**src/rtl/secded_pkg.sv**
```systemverilog
package secded_pkg;

  localparam int DATA_W = 16;
  localparam int HAM_W  = 5;
  localparam int CW_W   = DATA_W + HAM_W + 1;
  localparam int DIDX_W = $clog2(DATA_W);
  localparam int CIDX_W = $clog2(CW_W);
  localparam int HIDX_W = $clog2(HAM_W);

  typedef logic [DATA_W-1:0] data_t;
  typedef logic [CW_W-1:0]   cw_t;
  typedef logic [HAM_W-1:0]  syn_t;

  typedef enum logic [1:0] {
    CHK_CLEAN  = 2'd0,
    CHK_SINGLE = 2'd1,
    CHK_DOUBLE = 2'd2
  } chk_kind_e;

  typedef struct packed {
    data_t     data;
    chk_kind_e kind;
  } chk_t;

  // Positions 1, 2, 4, 8, 16 hold Hamming bits; position 0 holds overall parity.
  function automatic logic is_check_pos(input int p);
    return (p & (p - 1)) == 0;
  endfunction

  function automatic cw_t scatter(input data_t d);
    cw_t cw;
    int  n;
    cw = '0;
    n  = 0;
    for (int p = 1; p < CW_W; p++) begin
      if (!is_check_pos(p)) begin
        cw[CIDX_W'(p)] = d[DIDX_W'(n)];
        n++;
      end
    end
    return cw;
  endfunction

  function automatic data_t gather(input cw_t cw);
    data_t d;
    int    n;
    d = '0;
    n = 0;
    for (int p = 1; p < CW_W; p++) begin
      if (!is_check_pos(p)) begin
        d[DIDX_W'(n)] = cw[CIDX_W'(p)];
        n++;
      end
    end
    return d;
  endfunction

  function automatic syn_t syndrome(input cw_t cw);
    syn_t s;
    s = '0;
    for (int k = 0; k < HAM_W; k++) begin
      for (int p = 1; p < CW_W; p++) begin
        if (((p >> k) & 1) != 0) s[HIDX_W'(k)] ^= cw[CIDX_W'(p)];
      end
    end
    return s;
  endfunction

  function automatic cw_t secded_encode(input data_t d);
    cw_t  cw;
    logic par;
    cw = scatter(d);
    for (int k = 0; k < HAM_W; k++) begin
      par = 1'b0;
      for (int p = 1; p < CW_W; p++) begin
        if (((p >> k) & 1) != 0) par ^= cw[CIDX_W'(p)];
      end
      cw[CIDX_W'(1 << k)] = par;
    end
    cw[0] = ^cw[CW_W-1:1];
    return cw;
  endfunction

  function automatic chk_t secded_check(input cw_t cw);
    chk_t r;
    syn_t s;
    logic odd;
    cw_t  fixed;
    s     = syndrome(cw);
    odd   = ^cw;
    fixed = cw;
    if (!odd && s == '0) begin
      r.kind = CHK_CLEAN;
    end else if (odd && int'(s) < CW_W) begin
      fixed[s] = ~fixed[s];
      r.kind   = CHK_SINGLE;
    end else begin
      r.kind = CHK_DOUBLE;
    end
    r.data = gather(fixed);
    return r;
  endfunction

endpackage

```
**src/rtl/secded_encoder.sv**
```systemverilog
module secded_encoder
  import secded_pkg::*;
(
  input  logic [DATA_W-1:0] data_i,
  output logic [CW_W-1:0]   cw_o
);
  assign cw_o = secded_encode(data_i);
endmodule

```
**src/rtl/secded_decoder.sv**
```systemverilog
module secded_decoder
  import secded_pkg::*;
(
  input  logic [CW_W-1:0]   cw_i,
  output logic [DATA_W-1:0] data_o,
  output chk_kind_e         kind_o
);
  chk_t res;
  always_comb begin
    res    = secded_check(cw_i);
    data_o = res.data;
    kind_o = res.kind;
  end
endmodule

```
**src/rtl/secded_err_log.sv**
```systemverilog
module secded_err_log #(
  parameter  int AW    = 10,
  parameter  int DEPTH = 8,
  localparam int PTR_W = (DEPTH > 1) ? $clog2(DEPTH) : 1,
  localparam int CNT_W = $clog2(DEPTH + 1)
) (
  input  logic             clk,
  input  logic             rst_n,
  input  logic             push_i,
  input  logic [AW-1:0]    addr_i,
  input  logic             dbl_i,
  input  logic             pop_i,
  output logic             valid_o,
  output logic [AW-1:0]    addr_o,
  output logic             dbl_o,
  output logic             ovf_o,
  output logic             drop_o,
  output logic [CNT_W-1:0] count_o
);

  logic [AW-1:0]    addr_q [DEPTH];
  logic [DEPTH-1:0] dbl_q;
  logic [PTR_W-1:0] wr_ptr, rd_ptr;
  logic [CNT_W-1:0] count;
  logic             full, do_push, do_pop;

  function automatic logic [PTR_W-1:0] bump(input logic [PTR_W-1:0] p);
    return (p == PTR_W'(DEPTH - 1)) ? '0 : p + 1'b1;
  endfunction

  assign full    = (count == CNT_W'(DEPTH));
  assign do_push = push_i && !full;
  assign do_pop  = pop_i && (count != '0);
  assign drop_o  = push_i && full;

  always_ff @(posedge clk) begin
    if (do_push) begin
      addr_q[wr_ptr] <= addr_i;
      dbl_q[wr_ptr]  <= dbl_i;
    end
  end

  always_ff @(posedge clk or negedge rst_n) begin
    if (!rst_n) begin
      wr_ptr <= '0;
      rd_ptr <= '0;
      count  <= '0;
      ovf_o  <= 1'b0;
    end else begin
      if (do_push) wr_ptr <= bump(wr_ptr);
      if (do_pop)  rd_ptr <= bump(rd_ptr);
      case ({do_push, do_pop})
        2'b10:   count <= count + 1'b1;
        2'b01:   count <= count - 1'b1;
        default: count <= count;
      endcase
      if (drop_o) ovf_o <= 1'b1;
    end
  end

  assign valid_o = (count != '0);
  assign addr_o  = addr_q[rd_ptr];
  assign dbl_o   = dbl_q[rd_ptr];
  assign count_o = count;

endmodule

```
**src/rtl/secded_guard.sv**
```systemverilog
module secded_guard
  import secded_pkg::*;
#(
  parameter int ADDR_W    = 10,
  parameter int LOG_DEPTH = 8
) (
  input  logic              clk,
  input  logic              rst_n,
  input  logic              wr_en,
  input  logic [ADDR_W-1:0] wr_addr,
  input  logic [DATA_W-1:0] wr_data,
  input  logic              rd_en,
  input  logic [ADDR_W-1:0] rd_addr,
  output logic              mem_we,
  output logic [ADDR_W-1:0] mem_waddr,
  output logic [CW_W-1:0]   mem_wdata,
  output logic              mem_re,
  output logic [ADDR_W-1:0] mem_raddr,
  input  logic [CW_W-1:0]   mem_rdata,
  output logic              rd_valid,
  output logic [DATA_W-1:0] rd_data,
  output logic              corrected,
  output logic              uncorrectable,
  input  logic              log_pop,
  output logic              log_valid,
  output logic [ADDR_W-1:0] log_addr,
  output logic              log_double,
  output logic              log_overflow
);

  localparam int CNT_W = $clog2(LOG_DEPTH + 1);

  // Write path
  cw_t enc_cw;
  secded_encoder u_enc (.data_i(wr_data), .cw_o(enc_cw));

  assign mem_we    = wr_en;
  assign mem_waddr = wr_addr;
  assign mem_wdata = enc_cw;
  assign mem_re    = rd_en;
  assign mem_raddr = rd_addr;

  // Read path
  data_t     dec_data;
  chk_kind_e dec_kind;
  secded_decoder u_dec (.cw_i(mem_rdata), .data_o(dec_data), .kind_o(dec_kind));

  // Named events for the checker
  logic             err_single, err_double, log_push, log_drop;
  logic [CNT_W-1:0] log_count;

  assign err_single = rd_en && (dec_kind == CHK_SINGLE);
  assign err_double = rd_en && (dec_kind == CHK_DOUBLE);
  assign log_push   = err_single || err_double;

  always_ff @(posedge clk or negedge rst_n) begin
    if (!rst_n) begin
      rd_valid      <= 1'b0;
      corrected     <= 1'b0;
      uncorrectable <= 1'b0;
      rd_data       <= '0;
    end else begin
      rd_valid      <= rd_en;
      corrected     <= err_single;
      uncorrectable <= err_double;
      if (rd_en) rd_data <= dec_data;
    end
  end

  secded_err_log #(.AW(ADDR_W), .DEPTH(LOG_DEPTH)) u_log (
    .clk     (clk),
    .rst_n   (rst_n),
    .push_i  (log_push),
    .addr_i  (rd_addr),
    .dbl_i   (err_double),
    .pop_i   (log_pop),
    .valid_o (log_valid),
    .addr_o  (log_addr),
    .dbl_o   (log_double),
    .ovf_o   (log_overflow),
    .drop_o  (log_drop),
    .count_o (log_count)
  );

endmodule

```
**config.mk**
```make
export PLATFORM = sky130hd
export DESIGN_NAME = secded_guard
export DESIGN_NICKNAME = d
export VERILOG_FILES = /design/src/rtl/secded_pkg.sv /design/src/rtl/secded_encoder.sv /design/src/rtl/secded_decoder.sv /design/src/rtl/secded_err_log.sv /design/src/rtl/secded_guard.sv
export SDC_FILE = /design/constraint.sdc
export NUM_CORES = 1
export LEC_CHECK = 0
export ABC_CLOCK_PERIOD_IN_PS = 2500
export BUFFER_PORTS_ARGS = -buffer_cell sky130_fd_sc_hd__buf_4
export CAP_MARGIN = 5
export CORE_AREA = 2 2 101 103
export CTS_BUF_LIST = sky130_fd_sc_hd__clkbuf_16
export DETAILED_ROUTE_END_ITERATION = 16
export DIE_AREA = 0 0 103 105
export PLACE_DENSITY = 0.79
export SYNTH_ARGS = -nofsm -noshare
export SYNTH_HDL_FRONTEND = slang
export SYNTH_SLANG_ARGS = --single-unit
```
**constraint.sdc**
```tcl
create_clock -name clk -period 2.5 [get_ports clk]
set_input_delay 0.25 -clock clk [delete_from_list [all_inputs] [get_ports clk]]
set_output_delay 0.25 -clock clk [all_outputs]
set_load 0.02 [all_outputs]
```
* Word level (Yosys, flattened, before mapping)
Memory sizes are Yosys's and may differ from the RTL's. Index checks and enable logic that the tools add are counted.
Storage, ports and cells: register bits 30, bits in latches 0, memory bits (writable) 80, ROM bits 0, input bits 63, output and inout port bits 76, word-level logic and storage cells 68, memories kept 1
Memory list:
- u_log.addr_q | depth 8, bits a word 10, rd ports 1, clocked after memory_dff 0, wr ports 1, RTL line secded_err_log.sv:21 | logic [AW-1:0] addr_q [DEPTH];
Cells by class: add/sub/neg operators 4, $mul 0, div/mod/pow operators 0, magnitude comparators 5, equality and inequality tests 7, shift-type cells 0, muxes and demuxes 19, bitwise gates (word level) 8, reductions and logical operators 15
Operator list (count):
- 2-to-1 mux 13 bit | 2
- bitwise mux 22 bit | 1
- parity 22 bit | 1
- bitwise mux 8 bit | 1
- logical AND 1 bit | 8
- less-than comparator 3 x 4 -> 1 bit (second input constant) | 2
- one-hot mux 4 bit (2 select lines) | 1
- 2-to-1 mux 1 bit | 7
- XOR 1 bit | 7
- adder 3 x 1 -> 3 bit (second input constant) | 2
- equality test 3 bit (second input constant) | 2
- less-than comparator 4 x 6 -> 1 bit (second input constant) | 1
- 2-to-1 mux 3 bit | 2
- adder 4 x 1 -> 4 bit (second input constant) | 1
- equality test 2 x 1 -> 1 bit (second input constant) | 2
- equality test 2 bit (second input constant) | 2
- equality test 4 bit (second input constant) | 1
- >= comparator 4 x 1 -> 1 bit (second input constant) | 1
- logical NOT 4 bit | 1
- 2-to-1 mux 2 bit | 2
- nonzero test 4 bit | 1
- subtractor 4 x 1 -> 4 bit (second input constant) | 1
- binary-select mux 1 bit (select 3 bit) | 1
- demux 1 bit (select 3 bit) | 1
- other kinds (6) | 7

* Depth between registers and ports, before layout
depth in word-level cells 16, mapped depth 13, mapped depth without buffers 12

* By module
Synthesis repeated with hierarchy kept, for this count alone.
Second synthesis, totals: cell total of the unflattened synthesis 320, area, all modules 5505.3 µm²
Modules (own cells, without submodules):
- secded_err_log | times used 1, cells an instance 196, area each 4091.4 µm², seq. area each 2917.8 µm²
- secded_guard | times used 1, cells an instance 64, area each 912.1 µm², seq. area each 475.5 µm²
- secded_decoder | times used 1, cells an instance 37, area each 332.8 µm², seq. area each 0.0 µm²
- secded_encoder | times used 1, cells an instance 23, area each 168.9 µm², seq. area each 0.0 µm²

* Least setup slack after synthesis
OpenSTA, ideal clock, no wires.
path type input to register, start in mem_rdata[5], end reg u_log.count[3] (netlist: u_log.count_o[3]), data arrival time 2675 ps, required time 2375 ps, path slack -300 ps, stages 13, path through xnor2_1 xnor3_1 xnor3_2 a21oi_4 buf_6 inv_1 ha_1 ha_1 a21o_1 a21oi_1 xnor2_1 nor2_1 xor2_1
Between the ends: word-level cells in the longest chain between the ends 10
RTL lines:
- start: declaration | RTL line secded_guard.sv:19 | input logic [CW_W-1:0] mem_rdata,
- parity 22 bit * | RTL line secded_pkg.sv:90 | odd = ^cw;
- logical NOT 1 bit | RTL line secded_pkg.sv:92 | if (!odd && s == '0) begin
- logical AND 1 bit | RTL line secded_pkg.sv:92
- 2-to-1 mux 2 bit * | RTL line secded_pkg.sv:92
- equality test 2 x 1 -> 1 bit / equality test 2 bit (equally long branches) | RTL line secded_guard.sv:52, secded_guard.sv:53
- logical AND 1 bit, on equally long branches | RTL line secded_guard.sv:52, secded_guard.sv:53
- logical OR 1 bit * | RTL line secded_guard.sv:54 | assign log_push = err_single || err_double;
- logical AND 1 bit * | RTL line secded_err_log.sv:32 | assign do_push = push_i && !full;
- equality test 2 x 1 -> 1 bit / equality test 2 bit (equally long branches) | RTL line secded_err_log.sv:52 | case ({do_push, do_pop})
- one-hot mux 4 bit (2 select lines) / nonzero test 2 bit (equally long branches)
- end signal: assignment | RTL line secded_err_log.sv:53 | 2'b10: count <= count + 1'b1;
- end signal: assignment | RTL line secded_err_log.sv:54 | 2'b01: count <= count - 1'b1;
- end signal: assignment | RTL line secded_err_log.sv:55 | default: count <= count;
- end: declaration | RTL line secded_err_log.sv:24 | logic [CNT_W-1:0] count;
Every way passes the cells marked *; elsewhere a longest branch is shown, timed or not. A chain may end at the register's enable or synchronous reset.

* Worst setup path in the final report
start reg u_log.count[1] (netlist: u_log.count_o[1]), end reg u_log.count[3] (netlist: u_log.count_o[3])
RTL lines:
- nonzero test 4 bit * | RTL line secded_err_log.sv:33 | assign do_pop = pop_i && (count != '0);
- logical AND 1 bit * | RTL line secded_err_log.sv:33
- named net u_log.do_pop | RTL line secded_err_log.sv:25 | logic full, do_push, do_pop;
- equality test 2 x 1 -> 1 bit / equality test 2 bit (equally long branches) | RTL line secded_err_log.sv:52
- one-hot mux 4 bit (2 select lines) / nonzero test 2 bit (equally long branches)
Mark *: on every way through the listed nets, which the timed path passes. The rest lies on a longest branch.

==> out/results.ini <==
[synth]
synth_edf_count=88
syn_area_mm2=0.00498
synthCells=282
synth_area_leaders=edfxtp_1 (53%), dfrtp_1 (11%), mux4_2 (9.9%)
avgSynthCellArea_um2=17.7
ys.flop_type=edfxtp_1
synthArstFlopShare_pct=20.0
yosys_warnings=0
synth-seq-area-share_pct=64.1
ys_seq_elements=110
synth_cell_types=37
ys_top_cells_by_count=edfxtp_1 (88), buf_4 (52), mux2_2 (23), dfrtp_1 (22), mux4_2 (22)
synthDominantCellAreaShare_pct=53.0
synth_most_common_cell=edfxtp_1
synth_top_area_cell=edfxtp_1

[power_and_ir_drop]
switching_share_pct=31.9
intPower_mw=4.28
ir_drop_mv=0.460
clkPwrFrac_pct=21.5
p_sw_mw=2.01
p_seq_share_pct=40.4
power_leakage_nw=2.24
powerDensity_mw_per_mm2=1080
pwr-share-comb_pct=38.1
power_mw=6.29

[placed_design]
place_ws_ns=-0.0817
portBuffers=70
gp_congestion=0.686
hpwlAfterDp_mm=5.51

[clock_network]
htree_levels=3
cts_root_buf=clkbuf_16
clock_sinks=110
hold_buffers=1
post_cts_buffers=0
clock_latency_ns=0.34
clkTransAtPathRegs_ns=0.07
cts_tree=done
cts_buffers=9
ctsLongestPathBuffers=2
ctsResizeCount=0

[detailed_routing]
vias_per_cell=5.19
dr.pass1.iters=4
wl_per_cell_um=17.7
routed_wl_mm=8.51
drt_iter0_markers=148
ant_nets=0
route.detailed.drc=0
via_count=2491

[sta]
relSlewSlack_pct=52.2
fmax_ghz=0.428
worstMarginPinSlew_ns=0.717
fin_ws_ns=0.161
skew_ns=0.00891
report.final.slew_viol_count=0
finalSetupTns_ns=0
rsz0062_at_grt=false
setup_violations=0
hold_viol=0
timing.final.crit_share_pct=93.5
hold-worst-slack_ns=0.144
finalWorstPathRequiredPeriod_ns=2.34

[global_routing]
track_usage_pct=16.4
grt.overflow.total=0
antenna_found_initial=0
grt_pass1_vias=2620
grt_pass1_wl_mm=13.1
grt_max_degree=26

[die]
dieArea_mm2=0.0108
start_util_pct=51.7
coreArea_mm2=0.00964
io_pins=139
fp.dieH_um=105
rows=36
die_x_um=103

[final_layout]
num-fill-cells=722
diodes=0
nets=413
drive_gt1_share_pct=45.5
multi_input_area_mm2=0.00145
area_growth_pct=16.7
post-route-util_pct=60.3
seq_area_mm2=0.00319

[worst_setup_path]
start_kind=flop
critPathRequiredTime_ns=2.72
cp.arrival_ns=2.56
critPathKind=flop to flop
endpoint_kind=flop
critical_path.max_fanout=5
r2r.worst_path.cells=11

[worst_hold_path]
hold_class=input port to flop
hold_depth=1

[status]
status=completed

[flow_run]
maxCapViolations=0

-- power groups by stage --
stage                     sequential (mW)  combinational [mW]  clock (mW)
after floorplan                      2.53                1.70           0
after global placement               2.55                2.36           0
after detailed placement             2.58                2.41           0
after CTS                            2.54                2.44        1.39
after global routing                 2.57                2.61        1.45
final                                2.54                2.40        1.35
-- cells in the final DEF (no fill, tap or decap), drive strengths merged, types with 2 or more instances in the layout --
cell    count
mux4       22
and4b       3
a21o        2
edfxtp     88
xnor3       2
nand2       5
ha          7
xnor2      18
buf        87
a21oi       2
mux2       24
nor2        3
conb       22
clkinv      2
nor3        2
inv        10
xor2        3
dfrtp      22
clkbuf      9
-- final cells by class --
type,instances,area share [%]
Clock buffer,9,3.87
Timing Repair Buffer,88,12.0
Clock inverter,7,1.14
Sequential cell,110,54.9
Multi-Input combinational cell,128,24.8
Tap cell,133,2.86
Inverter,5,0.323
-- cells by family after synthesis --
| group | count (synthesis) | share of synthesized area, % |
|---|---|---|
| other | 1 | 0.0753 |
| flip-flops | 110 | 64.1 |
| multiplexers | 47 | 15.6 |
| buffers and inverters | 65 | 9.02 |
| AND/OR/NAND/NOR | 22 | 3.21 |
| AO/OA/AOI/OAI | 6 | 1.03 |
| adder cells (fa/ha/maj) | 8 | 2.16 |
| XOR/XNOR | 23 | 4.77 |
-- metrics by stage --
step,instance area (µm²),std cells
global placement,5510,463
finish,5820,480
global route,5820,480
floorplan,5090,303
CTS,5820,480
detailed placement,5510,463
-- metal layers --
metal  vias up  global-route usage, %  part of all wire [%]
met1      1261                   20.1                    39
met3         7                   5.42                   7.3
met5         -                      0                     0
met4         0                   3.67                  0.46
li1       1105                      -                     -
met2       118                   27.9                    53
-- critical path, cell delays in order, from the launching register on --
cell and delay [ns]:
dfrtp_1 0.42, nor3_1 0.36, nand2b_1 0.13, nand2_1 0.18
inv_1 0.07, ha_2 0.22, ha_4 0.21, a21o_1 0.16
a21oi_2 0.14, xnor2_1 0.13, nor2_1 0.07, xor2_1 0.14
-- final timing paths --
check / endpoint / startpoint / slack (ns)
worst max-delay path: u_log.count_o[3] / u_log.count_o[1] / 0.16
worst min-delay path: rd_valid / rd_en / 0.14
worst max register to register: u_log.count_o[3] / u_log.count_o[1] / 0.16
worst min register to register: u_log.ovf_o / u_log.ovf_o / 0.49
max in group asynchronous: u_log.count_o[0] / rst_n / 1.91
min in group asynchronous: rd_valid / rst_n / 0.36
-- registers in the layout, indices dropped and copies added, names as in the netlist --
signal	cells
u_log.ovf_o	1
rd_valid	1
rd_data	8
u_log.count_o	4
u_log.wr_ptr	3
u_log.addr_q	80
u_log.rd_ptr	3
corrected	1
uncorrectable	1
u_log.dbl_q	8
(Power assumes the default switching activity.)
